<file path="config.mk">
export PLATFORM = sky130hd
export DESIGN_NAME = hitless_refswitch_seq
export DESIGN_NICKNAME = d
export VERILOG_FILES = /design/src/rtl/hs_seq_pkg.sv /design/src/rtl/hs_slip_calc.sv /design/src/rtl/hs_run_counter.sv /design/src/rtl/hs_settle_timer.sv /design/src/rtl/hitless_refswitch_seq.sv
export SDC_FILE = /design/constraint.sdc
export NUM_CORES = 1
export LEC_CHECK = 0
export BUFFER_PORTS_ARGS = -buffer_cell sky130_fd_sc_hd__buf_2
export CORE_MARGIN = 10
export CORE_UTILIZATION = 34
export CTS_CLUSTER_DIAMETER = 60
export DETAILED_ROUTE_END_ITERATION = 12
export PLACE_DENSITY = 0.63
export SLEW_MARGIN = 20
export SYNTH_ARGS = -nofsm -noshare
export SYNTH_HDL_FRONTEND = slang
export SYNTH_SLANG_ARGS = --single-unit
export TNS_END_PERCENT = 1
</file>
<file path="constraint.sdc">
create_clock -name clk -period 1.71 [get_ports clk]
set_input_delay 0.342 -clock clk [delete_from_list [all_inputs] [get_ports clk]]
set_output_delay 0.342 -clock clk [all_outputs]
set_load 0.03 [all_outputs]
</file>
<file path="src/rtl/hs_seq_pkg.sv">
package hs_seq_pkg;
    typedef enum logic [2:0] {
        ST_IDLE   = 3'd0,
        ST_ARMED  = 3'd1,
        ST_HOLD   = 3'd2,
        ST_BUILD  = 3'd3,
        ST_REACQ  = 3'd4,
        ST_SETTLE = 3'd5
    } hs_state_e;

    localparam logic [1:0] OPT_OFF = 2'b00;
    localparam logic [1:0] OPT_HS  = 2'b01;

    function automatic logic opt_has_build(input logic [1:0] opt);
        return opt[1];
    endfunction
endpackage

</file>
<file path="src/rtl/hs_slip_calc.sv">
module hs_slip_calc #(
    parameter int DIV_LEN = 16,
    localparam int CNT_W  = $clog2(DIV_LEN)
) (
    input  logic [CNT_W-1:0] ref_cnt,
    output logic [CNT_W:0]   slip
);
    localparam int HALF = DIV_LEN / 2;
    localparam logic [CNT_W:0] LEN_V = (CNT_W+1)'(DIV_LEN);

    logic [CNT_W:0] wide;

    always_comb begin
        wide = {1'b0, ref_cnt};
        if (int'(ref_cnt) <= HALF) slip = wide;
        else                       slip = wide - LEN_V;
    end
endmodule

</file>
<file path="src/rtl/hs_run_counter.sv">
module hs_run_counter #(
    parameter int RUN_LEN = 8,
    localparam int RW     = $clog2(RUN_LEN + 1)
) (
    input  logic clk,
    input  logic rst_n,
    input  logic clr,
    input  logic tick,
    input  logic hit,
    output logic done
);
    localparam logic [RW-1:0] LAST = RW'(RUN_LEN - 1);

    logic [RW-1:0] cnt_q;

    assign done = !clr && tick && hit && (cnt_q == LAST);

    always_ff @(posedge clk or negedge rst_n) begin
        if (!rst_n)             cnt_q <= '0;
        else if (clr || done)   cnt_q <= '0;
        else if (tick)          cnt_q <= hit ? cnt_q + 1'b1 : '0;
    end
endmodule

</file>
<file path="src/rtl/hs_settle_timer.sv">
module hs_settle_timer #(
    parameter int CYC = 22,
    localparam int TW = $clog2(CYC + 1)
) (
    input  logic clk,
    input  logic rst_n,
    input  logic run,
    output logic expire
);
    localparam logic [TW-1:0] LAST = TW'(CYC - 1);

    logic [TW-1:0] t_q;

    assign expire = run && (t_q == LAST);

    always_ff @(posedge clk or negedge rst_n) begin
        if (!rst_n)                t_q <= '0;
        else if (!run || expire)   t_q <= '0;
        else                       t_q <= t_q + 1'b1;
    end
endmodule

</file>
<file path="src/rtl/hitless_refswitch_seq.sv">
module hitless_refswitch_seq
    import hs_seq_pkg::*;
#(
    parameter int DIV_LEN    = 16,
    parameter int LOCK_RUN   = 8,
    parameter int SETTLE_CYC = 22,
    localparam int CNT_W     = $clog2(DIV_LEN)
) (
    input  logic             clk,
    input  logic             rst_n,
    input  logic             lol_i,
    input  logic             pd_tick_i,
    input  logic             tight_i,
    input  logic [CNT_W-1:0] ref_cnt_i,
    input  logic [1:0]       opt_sel_i,
    input  logic             nbw_req_i,
    output logic             pd_en_o,
    output logic             nbw_o,
    output logic             load_o,
    output logic [CNT_W:0]   slip_o
);
    hs_state_e state_q, state_d;
    logic [CNT_W:0] slip_calc, slip_q;
    logic run_done, settle_done, trigger;

    assign trigger = (state_q == ST_ARMED) && lol_i && (opt_sel_i != OPT_OFF);

    hs_slip_calc #(.DIV_LEN(DIV_LEN)) u_slip (
        .ref_cnt (ref_cnt_i),
        .slip    (slip_calc)
    );

    hs_run_counter #(.RUN_LEN(LOCK_RUN)) u_run (
        .clk   (clk),
        .rst_n (rst_n),
        .clr   (state_q != ST_REACQ),
        .tick  (pd_tick_i),
        .hit   (tight_i),
        .done  (run_done)
    );

    hs_settle_timer #(.CYC(SETTLE_CYC)) u_settle (
        .clk    (clk),
        .rst_n  (rst_n),
        .run    (state_q == ST_SETTLE),
        .expire (settle_done)
    );

    always_comb begin
        state_d = state_q;
        unique case (state_q)
            ST_IDLE:   if (!lol_i)      state_d = ST_ARMED;
            ST_ARMED:  if (trigger)     state_d = ST_HOLD;
            ST_HOLD:   state_d = opt_has_build(opt_sel_i) ? ST_BUILD : ST_REACQ;
            ST_BUILD:  state_d = ST_REACQ;
            ST_REACQ:  if (run_done)    state_d = ST_SETTLE;
            ST_SETTLE: if (settle_done) state_d = ST_ARMED;
            default:   state_d = ST_IDLE;
        endcase
    end

    always_ff @(posedge clk or negedge rst_n) begin
        if (!rst_n) begin
            state_q <= ST_IDLE;
            slip_q  <= '0;
        end else begin
            state_q <= state_d;
            if (trigger) slip_q <= slip_calc;
        end
    end

    always_comb begin
        pd_en_o = 1'b1;
        nbw_o   = nbw_req_i;
        load_o  = 1'b0;
        slip_o  = '0;
        unique case (state_q)
            ST_IDLE, ST_ARMED: ;
            ST_HOLD: begin
                pd_en_o = 1'b0;
                nbw_o   = 1'b1;
            end
            ST_BUILD: begin
                pd_en_o = 1'b0;
                nbw_o   = 1'b1;
                load_o  = 1'b1;
                slip_o  = slip_q;
            end
            ST_REACQ, ST_SETTLE: nbw_o = 1'b1;
            default: ;
        endcase
    end
endmodule

</file>
Word level (Yosys, flattened, before mapping) --
Index checks and enable logic that the tools add are counted.
Storage, ports and cells: input port bits 12, logic and storage cells 51, flip-flop bits (word level) 17
Cells by class: mux-type cells 15, eq/ne operators 12, $lt $le $gt $ge 1, add/subtract/negate cells 3, reductions and logical operators 16
Operators by type and width (number):
- case mux 3 bit (6 select lines) | 1
- 2-to-1 mux 3 bit | 5
- 2-to-1 mux 5 bit | 3
- 2-to-1 mux 4 bit | 3
- equality test 3 x 2 -> 1 bit, second input constant | 2
- equality test 3 bit, second input constant | 2
- logical AND 1 bit | 6
- != test 2 bit, second input constant | 3
- adder 5 x 1 -> 5 bit, second input constant | 1
- equality test 5 bit, second input constant | 1
- subtractor 4 x 5 -> 5 bit, second input constant | 1
- adder 4 x 1 -> 4 bit, second input constant | 1
- equality test 4 x 3 -> 1 bit, second input constant | 1
- <= comparator 4 bit, second input constant | 1
- AND reduction 4 bit | 1
- nonzero test 2 bit | 2
- OR reduction 4 bit | 1
- equality test 3 x 1 -> 1 bit, second input constant | 1
- logical NOT 3 bit | 1
- 2-to-1 mux 1 bit | 3
- != test 3 bit, second input constant | 1
- logical NOT 1 bit | 2
- logical OR 1 bit | 2
- != test 2 x 1 -> 1 bit, second input constant | 1
- OR reduction 2 bit | 1

Longest topological paths before layout --
depth in word-level cells 7, mapped depth 6, mapped depth without buffers 6

Modules after synthesis --
From an unflattened synthesis, not the netlist that was laid out.
Unflattened totals: cell total of the unflattened synthesis 103, area, all modules 1036.0 µm²
Modules (own cells, without submodules):
- hitless_refswitch_seq | cells each 46, instances 1, seq. area each 200.2 µm², area each 495.5 µm²
- hs_settle_timer | cells each 28, instances 1, seq. area each 125.1 µm², area each 265.3 µm²
- hs_run_counter | cells each 24, instances 1, seq. area each 100.1 µm², area each 236.5 µm²
- hs_slip_calc | cells each 5, instances 1, seq. area each 0.0 µm², area each 38.8 µm²

Worst setup path after synthesis --
No wires, ideal clock.
path kind register -> output, start register state_q[2], end output slip_o[0], data required time 1368 ps, stages on the path, launching flop included 4, slack 62 ps, arrival time 1306 ps, path through dfrtp_1 -> inv_1 -> and3_1 -> and2_1
Between the ends: cells in the longest elaborated chain, start to end 2
Ends and longest elaborated chain:
- start, declared | line hitless_refswitch_seq.sv:22 | hs_state_e state_q, state_d;
- start signal, assigned | line hitless_refswitch_seq.sv:67 | state_q <= state_d;
- equality test 3 x 2 -> 1 bit | line hitless_refswitch_seq.sv:77 | unique case (state_q)
- 2-to-1 mux 5 bit | line hitless_refswitch_seq.sv:77
- end, declared | line hitless_refswitch_seq.sv:20 | output logic [CNT_W:0] slip_o
Every way passes these cells.

Worst setup path in the final report --
start register state_q[2], end output slip_o[4]
Same word-level chain as after synthesis.

==> flow_summary.ini <==
[critical_path]
path_delay_family = flip-flops
critPathLaunchType = flop
crit_arrival_ps = 1310
cp.required_ps = 1370
crit_fanout = 6
slowest_delay_ps = 420
critPathSlowestCell = dfrtp_2
worstPathCellList = inv_2 -> and3_4 -> and2_1 -> clkbuf_4
path_class = reg -> out
cp-end-kind = output pin
cp_num_buf_inv = 2

[floorplan]
core_um2 = 2540
pin_count = 20
die-height_um = 72.4
initial_core_util_pct = 36.7
core.rowCount = 18
fp.dieW_um = 72.4
die_area_um2 = 5250

[route]
viasPerCell = 5.17
vias = 729
drcViolationCount = 0
dr.pass1.iters = 4
ant_nets = 0
drtIter0Drc = 33
wl_per_cell_um = 13.3
routed_wl_um = 1880

[clock_network]
cts_tree = yes
clock_sinks = 17
cts_root_buffer = clkbuf_4
clockBufferDepth = 2
htree_levels = 1
clkTransAtPathRegs_ps = 100
cts-buffers-inserted = 3
clk_latency_ps = 290

[global_route]
grt_pass1_vias = 715
grt_usage_pct = 7.35
antenna_found_initial = 0
overflow = 0
grt_max_degree = 18
grt_pass1_wl_um = 3180

[placement]
dp_slack_ps = 131
dp_cells = 134
place_congestion = 0.758
dpl.hpwl_um = 1430
port_buffers = 19

[layout]
syn2layout_area_growth_pct = 21.6
layout_common_cells = dfrtp_1 (14), buf_2 (13), nor2_1 (7)
mostFrequentLayoutCell = dfrtp_1
finalNonFillerCells = 141
drive_gt1_share_pct = 34.2
fin_nets = 129
num_antenna_cells = 0

[pwr]
cellLeakagePower_nw = 0.519
cellPowerDensity_nw_per_um2 = 1240
total_power_mw = 1.41
vdd_drop_max_mv = 0.619

[yosys]
syn_nets = 103
synth_flop_cell = dfrtp_1
syn_avg_cell_area_um2 = 10.9
ys_ff_latch = 17
async_reset_ff_share_pct = 100
syn-cell-area_um2 = 935
syn_inst = 86
ys.warnings.count = 0
synth_edf_count = 0
yosysSeqAreaShare_pct = 45.5
ys_types = 34

[timing]
hold_viol_final = 0
fin_worst_skew_ps = 3.95
post-route-period-util_pct = 96.6
finalMaxSlewViolations = 0
layout_min_cycle_time_ps = 1650
slew_headroom_pct = 73.4
worstMarginPinSlew_ps = 399
max_freq_ghz = 0.605
setup_viol = 0
rsz0062_at_grt = true
hold_ws_ps = 283
fin_ws_ps = 58.2

[hold_path]
min_path_type = in -> reg

[job]
drv_cap = 0

[run_status]
outcome = complete, no violations
layer usage:
| layer | vias up | GRT usage, % | routed length, um |
|---|---|---|---|
| li1 | 358 | - | - |
| met1 | 344 | 8.35 | 805 |
| met2 | 23 | 11.1 | 838 |
| met3 | 4 | 3.67 | 204 |
| met4 | 0 | 3.80 | 28 |
| met5 | - | 0 | 0 |
repair_timing:
| item | 4_1_cts | 5_1_grt |
|---|---|---|
| hold buffers | 1 | 0 |
| resized for setup | 5 | 11 |
| hold endpoints to repair | 17 | 0 |
| setup buffers | 1 | 1 |
| setup endpoints to repair | 8 | 6 |
| gates cloned | 0 | 0 |
stage by stage:
stage | utilization (%) | TNS (ps) | cell area (um^2)
6_report | 44.6 | 0 | 1140
5_1_grt | 44.6 | -9.11 | 1140
4_1_cts | 43.7 | 0 | 1110
3_5_place_dp | 41.5 | 0 | 1060
3_3_place_gp | 41.5 | 0 | 1060
2_1_floorplan | - | 0 | 935
where the power goes:
group,switching [mW],total [mW],internal (mW)
clock network,0.126,0.213,0.0869
registers,0.0818,0.602,0.521
logic,0.331,0.597,0.267
cell usage after synthesis, types with 2 or more instances:
cell,n,area share (%)
nand3_2,2,2.1
mux2_2,2,2.4
dfrtp_1,17,46
nand3_1,5,2.7
ha_1,5,6.7
mux2_1,5,6.0
xor2_1,2,1.9
a21oi_1,3,1.6
nand2_1,2,0.80
nand2b_1,3,2.0
nor2_1,7,2.8
inv_1,4,1.6
o311ai_1,2,1.9
and2_1,5,3.3
and2b_1,2,1.6
o21ai_0,2,1.1
final timing paths:
kind	cells after the start	from	end	slack, ps
setup reg to reg	5	state_q[1]$_DFFE_PN0P_	state_q[0]$_DFFE_PN0P_	120
max in group asynchronous	2	rst_n	state_q[1]$_DFFE_PN0P_	910
min in group asynchronous	2	rst_n	slip_q[3]$_DFFE_PN0P_	500
hold reg to reg	1	slip_q[0]$_DFFE_PN0P_	slip_q[0]$_DFFE_PN0P_	490
hold / removal	2	ref_cnt_i[0]	slip_q[0]$_DFFE_PN0P_	280
setup / recovery	4	state_q[2]$_DFFE_PN0P_	slip_o[4]	60
registers in the layout, summed over array words and instances, names as in the netlist:
| signal | count |
|---|---|
| u_run.cnt_q | 4 |
| u_settle.t_q | 5 |
| slip_q | 5 |
| state_q | 3 |
cells by family (layout without fill, tap and decap cells):
family | count (synthesis) | in the layout | synth area share, %
compound gates | 14 | 14 | 11.0
xor+xnor | 3 | 3 | 2.81
fa+ha+maj | 5 | 5 | 6.69
buf+inv | 5 | 30 | 2.81
flops | 17 | 17 | 45.5
mux | 7 | 7 | 8.43
simple gates | 35 | 35 | 22.8
area by class of cell:
type	instances	area [um^2]
Clock buffer	3	22.5
Clock inverter	1	5.00
Fill cell	247	1410
Inverter	4	15.0
Multi-Input combinational cell	64	488
Sequential cell	17	429
Tap cell	30	37.5
Timing Repair Buffer	22	139
(Power assumes the default switching activity.)
